`config.mk`:
```
export PLATFORM = sky130hd
export DESIGN_NAME = pair_fetch_buf
export DESIGN_NICKNAME = d
export VERILOG_FILES = /design/src/rtl/pfb_pkg.sv /design/src/rtl/pfb_counter.sv /design/src/rtl/pfb_backup.sv /design/src/rtl/pfb_ctrl.sv /design/src/rtl/pair_fetch_buf.sv
export SDC_FILE = /design/constraint.sdc
export NUM_CORES = 1
export LEC_CHECK = 0
export ABC_AREA = 1
export BUFFER_PORTS_ARGS = -buffer_cell sky130_fd_sc_hd__clkbuf_2
export CELL_PAD_IN_SITES_DETAIL_PLACEMENT = 1
export CELL_PAD_IN_SITES_GLOBAL_PLACEMENT = 2
export CORE_MARGIN = 1
export CORE_UTILIZATION = 31
export DETAILED_ROUTE_END_ITERATION = 10
export GPL_ROUTABILITY_DRIVEN = 0
export PLACE_DENSITY = 0.86
export SYNTH_ARGS = -nofsm -noshare
export SYNTH_HDL_FRONTEND = slang
export SYNTH_HIERARCHICAL = 1
export SYNTH_SLANG_ARGS = --single-unit
export TNS_END_PERCENT = 100
```
`constraint.sdc`:
```
create_clock -name clk -period 5.1 [get_ports clk]
set_input_delay 1.53 -clock clk [delete_from_list [all_inputs] [get_ports clk]]
set_output_delay 1.53 -clock clk [all_outputs]
set_load 0.1 [all_outputs]
```
`src/rtl/pfb_pkg.sv`:
```
package pfb_pkg;
    typedef enum logic [1:0] {
        FS_REQ  = 2'd0,
        FS_WAIT = 2'd1,
        FS_OUT  = 2'd2
    } fetch_state_e;
endpackage

```
`src/rtl/pfb_counter.sv`:
```
module pfb_counter #(
    parameter int               ADDR_W   = 15,
    parameter logic [ADDR_W-1:0] RESET_PC = '0
) (
    input  logic              clk,
    input  logic              rst_n,
    input  logic              load,
    input  logic [ADDR_W-1:0] load_pc,
    input  logic              step,
    output logic [ADDR_W-1:0] pc,
    output logic [ADDR_W-1:0] pc_inc
);
    localparam logic [ADDR_W-1:0] ONE = {{(ADDR_W-1){1'b0}}, 1'b1};

    typedef struct packed {
        logic [ADDR_W-1:0] pc;
    } ctr_t;

    ctr_t ctr_d, ctr_q;

    always_comb begin
        ctr_d  = ctr_q;
        pc_inc = ctr_q.pc + ONE;
        if (load) begin
            ctr_d.pc = load_pc;
        end else if (step) begin
            ctr_d.pc = pc_inc;
        end
    end

    always_ff @(posedge clk) begin
        if (!rst_n) begin
            ctr_q.pc <= RESET_PC;
        end else begin
            ctr_q <= ctr_d;
        end
    end

    assign pc = ctr_q.pc;
endmodule

```
`src/rtl/pfb_backup.sv`:
```
module pfb_backup #(
    parameter int ADDR_W = 15,
    parameter int WORD_W = 36,
    localparam int TAG_W = ADDR_W - 1
) (
    input  logic              clk,
    input  logic              rst_n,
    input  logic              clear,
    input  logic              fill,
    input  logic [TAG_W-1:0]  fill_tag,
    input  logic [WORD_W-1:0] fill_word,
    input  logic [ADDR_W-1:0] lookup_pc,
    output logic              hit,
    output logic [WORD_W-1:0] word
);
    typedef struct packed {
        logic              valid;
        logic [TAG_W-1:0]  tag;
        logic [WORD_W-1:0] word;
    } bkp_t;

    bkp_t bkp_d, bkp_q;

    always_comb begin
        bkp_d = bkp_q;
        if (clear) begin
            bkp_d.valid = 1'b0;
        end else if (fill) begin
            bkp_d.valid = 1'b1;
            bkp_d.tag   = fill_tag;
            bkp_d.word  = fill_word;
        end
        hit  = bkp_q.valid && lookup_pc[0] && (bkp_q.tag == lookup_pc[ADDR_W-1:1]);
        word = bkp_q.word;
    end

    always_ff @(posedge clk) begin
        if (!rst_n) begin
            bkp_q.valid <= 1'b0;
            bkp_q.tag   <= '0;
            bkp_q.word  <= '0;
        end else begin
            bkp_q <= bkp_d;
        end
    end
endmodule

```
`src/rtl/pfb_ctrl.sv`:
```
module pfb_ctrl
    import pfb_pkg::*;
#(
    parameter int WORD_W = 36,
    localparam int PAIR_W = 2 * WORD_W
) (
    input  logic              clk,
    input  logic              rst_n,
    input  logic              redirect,
    input  logic              pc_odd,
    input  logic              req_ready,
    input  logic              rsp_valid,
    input  logic [PAIR_W-1:0] rsp_data,
    input  logic              ins_ready,
    input  logic              buf_hit,
    input  logic [WORD_W-1:0] buf_word,
    output logic              req_valid,
    output logic              ins_valid,
    output logic [WORD_W-1:0] ins_word,
    output logic              step,
    output logic              fill,
    output logic [WORD_W-1:0] fill_word
);
    typedef struct packed {
        fetch_state_e      state;
        logic              drop;
        logic [WORD_W-1:0] out_word;
    } ctl_t;

    ctl_t ctl_d, ctl_q;
    logic [WORD_W-1:0] even_w, odd_w;

    always_comb begin
        ctl_d     = ctl_q;
        step      = 1'b0;
        fill      = 1'b0;
        even_w    = rsp_data[PAIR_W-1:WORD_W];
        odd_w     = rsp_data[WORD_W-1:0];
        fill_word = odd_w;
        req_valid = (ctl_q.state == FS_REQ);
        ins_valid = (ctl_q.state == FS_OUT);
        ins_word  = ctl_q.out_word;

        if (redirect) begin
            unique case (ctl_q.state)
                FS_REQ: begin
                    if (req_ready) begin
                        ctl_d.state = FS_WAIT;
                        ctl_d.drop  = 1'b1;
                    end
                end
                FS_WAIT: begin
                    if (rsp_valid) begin
                        ctl_d.state = FS_REQ;
                        ctl_d.drop  = 1'b0;
                    end else begin
                        ctl_d.drop  = 1'b1;
                    end
                end
                default: begin
                    ctl_d.state = FS_REQ;
                end
            endcase
        end else begin
            unique case (ctl_q.state)
                FS_REQ: begin
                    if (req_ready) begin
                        ctl_d.state = FS_WAIT;
                    end
                end
                FS_WAIT: begin
                    if (rsp_valid) begin
                        if (ctl_q.drop) begin
                            ctl_d.drop  = 1'b0;
                            ctl_d.state = FS_REQ;
                        end else begin
                            ctl_d.out_word = pc_odd ? odd_w : even_w;
                            fill           = !pc_odd;
                            ctl_d.state    = FS_OUT;
                        end
                    end
                end
                default: begin
                    if (ins_ready) begin
                        step = 1'b1;
                        if (buf_hit) begin
                            ctl_d.out_word = buf_word;
                            ctl_d.state    = FS_OUT;
                        end else begin
                            ctl_d.state    = FS_REQ;
                        end
                    end
                end
            endcase
        end
    end

    always_ff @(posedge clk) begin
        if (!rst_n) begin
            ctl_q.state    <= FS_REQ;
            ctl_q.drop     <= 1'b0;
            ctl_q.out_word <= '0;
        end else begin
            ctl_q <= ctl_d;
        end
    end
endmodule

```
`src/rtl/pair_fetch_buf.sv`:
```
module pair_fetch_buf #(
    parameter int                ADDR_W   = 15,
    parameter int                WORD_W   = 36,
    parameter logic [ADDR_W-1:0] RESET_PC = '0,
    localparam int PAIR_AW = ADDR_W - 1,
    localparam int PAIR_W  = 2 * WORD_W
) (
    input  logic               clk,
    input  logic               rst_n,
    input  logic               redirect_valid,
    input  logic [ADDR_W-1:0]  redirect_pc,
    output logic               mem_req_valid,
    input  logic               mem_req_ready,
    output logic [PAIR_AW-1:0] mem_req_addr,
    input  logic               mem_rsp_valid,
    input  logic [PAIR_W-1:0]  mem_rsp_data,
    output logic               ins_valid,
    input  logic               ins_ready,
    output logic [WORD_W-1:0]  ins_word,
    output logic [ADDR_W-1:0]  ins_pc
);
    logic [ADDR_W-1:0] pc, pc_inc;
    logic              step, fill, buf_hit;
    logic [WORD_W-1:0] buf_word, fill_word;

    pfb_counter #(.ADDR_W(ADDR_W), .RESET_PC(RESET_PC)) u_counter (
        .clk     (clk),
        .rst_n   (rst_n),
        .load    (redirect_valid),
        .load_pc (redirect_pc),
        .step    (step),
        .pc      (pc),
        .pc_inc  (pc_inc)
    );

    pfb_backup #(.ADDR_W(ADDR_W), .WORD_W(WORD_W)) u_backup (
        .clk       (clk),
        .rst_n     (rst_n),
        .clear     (redirect_valid),
        .fill      (fill),
        .fill_tag  (pc[ADDR_W-1:1]),
        .fill_word (fill_word),
        .lookup_pc (pc_inc),
        .hit       (buf_hit),
        .word      (buf_word)
    );

    pfb_ctrl #(.WORD_W(WORD_W)) u_ctrl (
        .clk       (clk),
        .rst_n     (rst_n),
        .redirect  (redirect_valid),
        .pc_odd    (pc[0]),
        .req_ready (mem_req_ready),
        .rsp_valid (mem_rsp_valid),
        .rsp_data  (mem_rsp_data),
        .ins_ready (ins_ready),
        .buf_hit   (buf_hit),
        .buf_word  (buf_word),
        .req_valid (mem_req_valid),
        .ins_valid (ins_valid),
        .ins_word  (ins_word),
        .step      (step),
        .fill      (fill),
        .fill_word (fill_word)
    );

    assign mem_req_addr = pc[ADDR_W-1:1];
    assign ins_pc       = pc;
endmodule

```
==> results.json <==
{
  "status": "finished, final reports clean",
  "cp-start-kind": "input port",
  "yosysTopAreaCell": "dfxtp_1",
  "clockBufferDepth": 2,
  "fp-row-count": 52,
  "via_per_inst": 4.47,
  "ys_top_cells_by_area": "dfxtp_1 32%, nand2_1 15%, buf_4 15%, nor2_1 10%, inv_1 6.7%",
  "crit_fanout": 60,
  "fin_worst_skew_ps": 7.76,
  "nNetsFinal": 1110,
  "grt_pass1_wl_um": 29000,
  "clk_latency_ps": 360,
  "overflow": 0,
  "drc_errors": 0,
  "ys_seq_elements": 105,
  "numClockSinks": 105,
  "synth_nets": 1106,
  "syn-cell-area_um2": 6540,
  "track_usage_pct": 16.8,
  "drtPass1Iterations": 4,
  "cts-hold-fix-buffers": 0,
  "min_path_type": "flop to flop",
  "crit_type": "input port to flop",
  "die-area_um2": 21700,
  "cts_setup_buffers": 0,
  "timing_hold_violations_final": 0,
  "synth_fa_ha_area_share_pct": 0.191,
  "powerDensity_nw_per_um2": 298,
  "drive_gt1_share_pct": 19.5,
  "clock.fmax_mhz": 291,
  "crit_chain": "clkbuf_2, nor4_1, inv_1, nor2_4, inv_4, o21ai_1, a21oi_1",
  "drv_slew": 0,
  "grt_max_degree": 74,
  "synth_warnings": 6,
  "vdd_drop_max_mv": 0.155,
  "drv_cap": 0,
  "crit_required_ps": 5320,
  "finalCritPeriodShare_pct": 67.4,
  "drtIter0Drc": 261,
  "area_growth_syn_to_layout_pct": 4.79,
  "slew_headroom_pct": 24.8,
  "cp_slowest_stage_delay_ps": 460,
  "initial_core_util_pct": 32.0,
  "synth_top_area_share_pct": 32.2,
  "ant_nets": 0,
  "rsz0062_at_grt": "no",
  "clk_pin_slew_worst_paths_ps": 80,
  "coreArea_um2": 20400,
  "syn_area_per_cell_um2": 6.46,
  "yosysSeqAreaShare_pct": 32.2,
  "synth_top_family_by_area": "simple AND/OR/NAND/NOR gates",
  "leakagePower_nw": 3.59,
  "arrival_ps": 3660,
  "ctsResizeCount": 0,
  "vias": 5773,
  "final_cell_mix": "269 x nand2_1, 175 x nor2_1, 158 x clkbuf_2",
  "synthMuxAreaShare_pct": 0,
  "cp-end-kind": "flop",
  "ioPinCount": 160,
  "wire_per_inst_um": 13.7,
  "grt_pass1_vias": 5725,
  "die_w_um": 147,
  "cts_root_buffer": "clkbuf_16",
  "final_common_cell": "nand2_1",
  "wl_um": 17700,
  "fin_setup_tns_ps": 0,
  "hpwl_um": 12300,
  "die_h_um": 147,
  "setup_viol": 0,
  "numCtsBuffers": 9,
  "cts_max_level": 3,
  "setup_ws_ps": 1660,
  "worstMarginPinSlew_ps": 1120,
  "synth_xor_area_share_pct": 1.44,
  "place_ws_ps": 1290,
  "cts_tree": "done",
  "yosysUniqueCellTypes": 33,
  "antenna_found_initial": 0,
  "synth_simple_gate_area_share_pct": 29.3,
  "antenna_cells": 0,
  "period_needed_ps": 3440,
  "synth_compound_area_share_pct": 11.9,
  "cpMaxStageDelayCell": "nor2_4",
  "portBuffers": 159,
  "synthCells": 1012
}
==> final cells by class <==
type	instances	area, µm²
Fill cell	2714	13600
Multi-Input combinational cell	618	2800
Sequential cell	105	2100
Timing Repair Buffer	162	831
Inverter	120	453
Tap cell	270	338
Clock buffer	10	229
Clock inverter	6	91.3
==> stage by stage <==
| step | area (µm²) | std cells | power [W] | hold WS, ps | util (%) |
|---|---|---|---|---|---|
| 6_report | 6850 | 1291 | 0.00204 | 479 | 33.5 |
| 5_1_grt | 6850 | 1291 | 0.00214 | 494 | 33.5 |
| 4_1_cts | 6850 | 1291 | 0.00207 | 476 | 33.5 |
| 3_5_place_dp | 6530 | 1275 | 0.00129 | 464 | 32.0 |
| 3_3_place_gp | 6530 | 1275 | 0.00129 | 459 | 32.0 |
| 2_1_floorplan | 6540 | 1012 | 0.00123 | 439 | - |
==> registers in the layout, indices dropped and copies added (netlist names) <==
signal and cells:
u_ctrl/ins_word 36, u_backup/word 36, u_ctrl/ctl_q 3, u_backup/bkp_q 15, u_counter/pc 15
==> final timing paths <==
path / from / end / slack, ps / depth (start not counted)
worst max-delay path: redirect_valid / u_backup/bkp_q[39] / 1660 / 7
worst min register to register: u_backup/bkp_q[45] / u_backup/bkp_q[45] / 480 / 2
worst min-delay path: u_backup/bkp_q[45] / u_backup/bkp_q[45] / 480 / 2
worst max register to register: u_counter/pc[0] / u_ctrl/ins_word[6] / 1800 / 19
==> cell usage after synthesis <==
cell      instances
a22oi_1          10
o21ai_1          11
nand2_1         269
o211ai_1         37
nand3b_1          1
buf_4           128
nor3_1            1
inv_2             2
o21ai_0          44
a31oi_1           3
buf_1             3
nor2_4            5
xor2_1            4
dfxtp_1         105
o21bai_1          2
inv_1           117
buf_6             6
ha_1              1
buf_2            18
xnor2_1           3
nand2_2           5
nor2_2            1
nor2_1          175
nand3_1           8
clkbuf_1         14
and2_1            3
xnor2_2           2
a21oi_1          23
inv_4             1
nand2_4           2
nand3_2           3
nand4_1           4
nor4_1            1
==> power by group <==
group	internal, W	switching [W]
sequential	0.000843	0.0000298
combinational	0.0000913	0.000300
clock	0.000434	0.000343
==> metal layers <==
| layer | GRT usage (%) | wire length (µm) |
|---|---|---|
| met2 | 27.5 | 8010 |
| met3 | 2.45 | 619 |
| met4 | 5.62 | 231 |
| met1 | 22.5 | 8840 |
| met5 | 0 | 0 |
==> critical path, delay by kind of cell <==
kind                   cells  cell delay, ps
and+or+nand+nor            2             900
buffers and inverters      3             870
AOI/OAI and AO/OA          2             310
==> kinds of logic after synthesis <==
group / after synthesis
AOI/OAI and AO/OA: 130
xor gates and xnor gates: 9
adders and majority gates: 1
buffers and inverters: 289
DFF: 105
and+or+nand+nor: 478
Power figures use the tool's default switching activity.
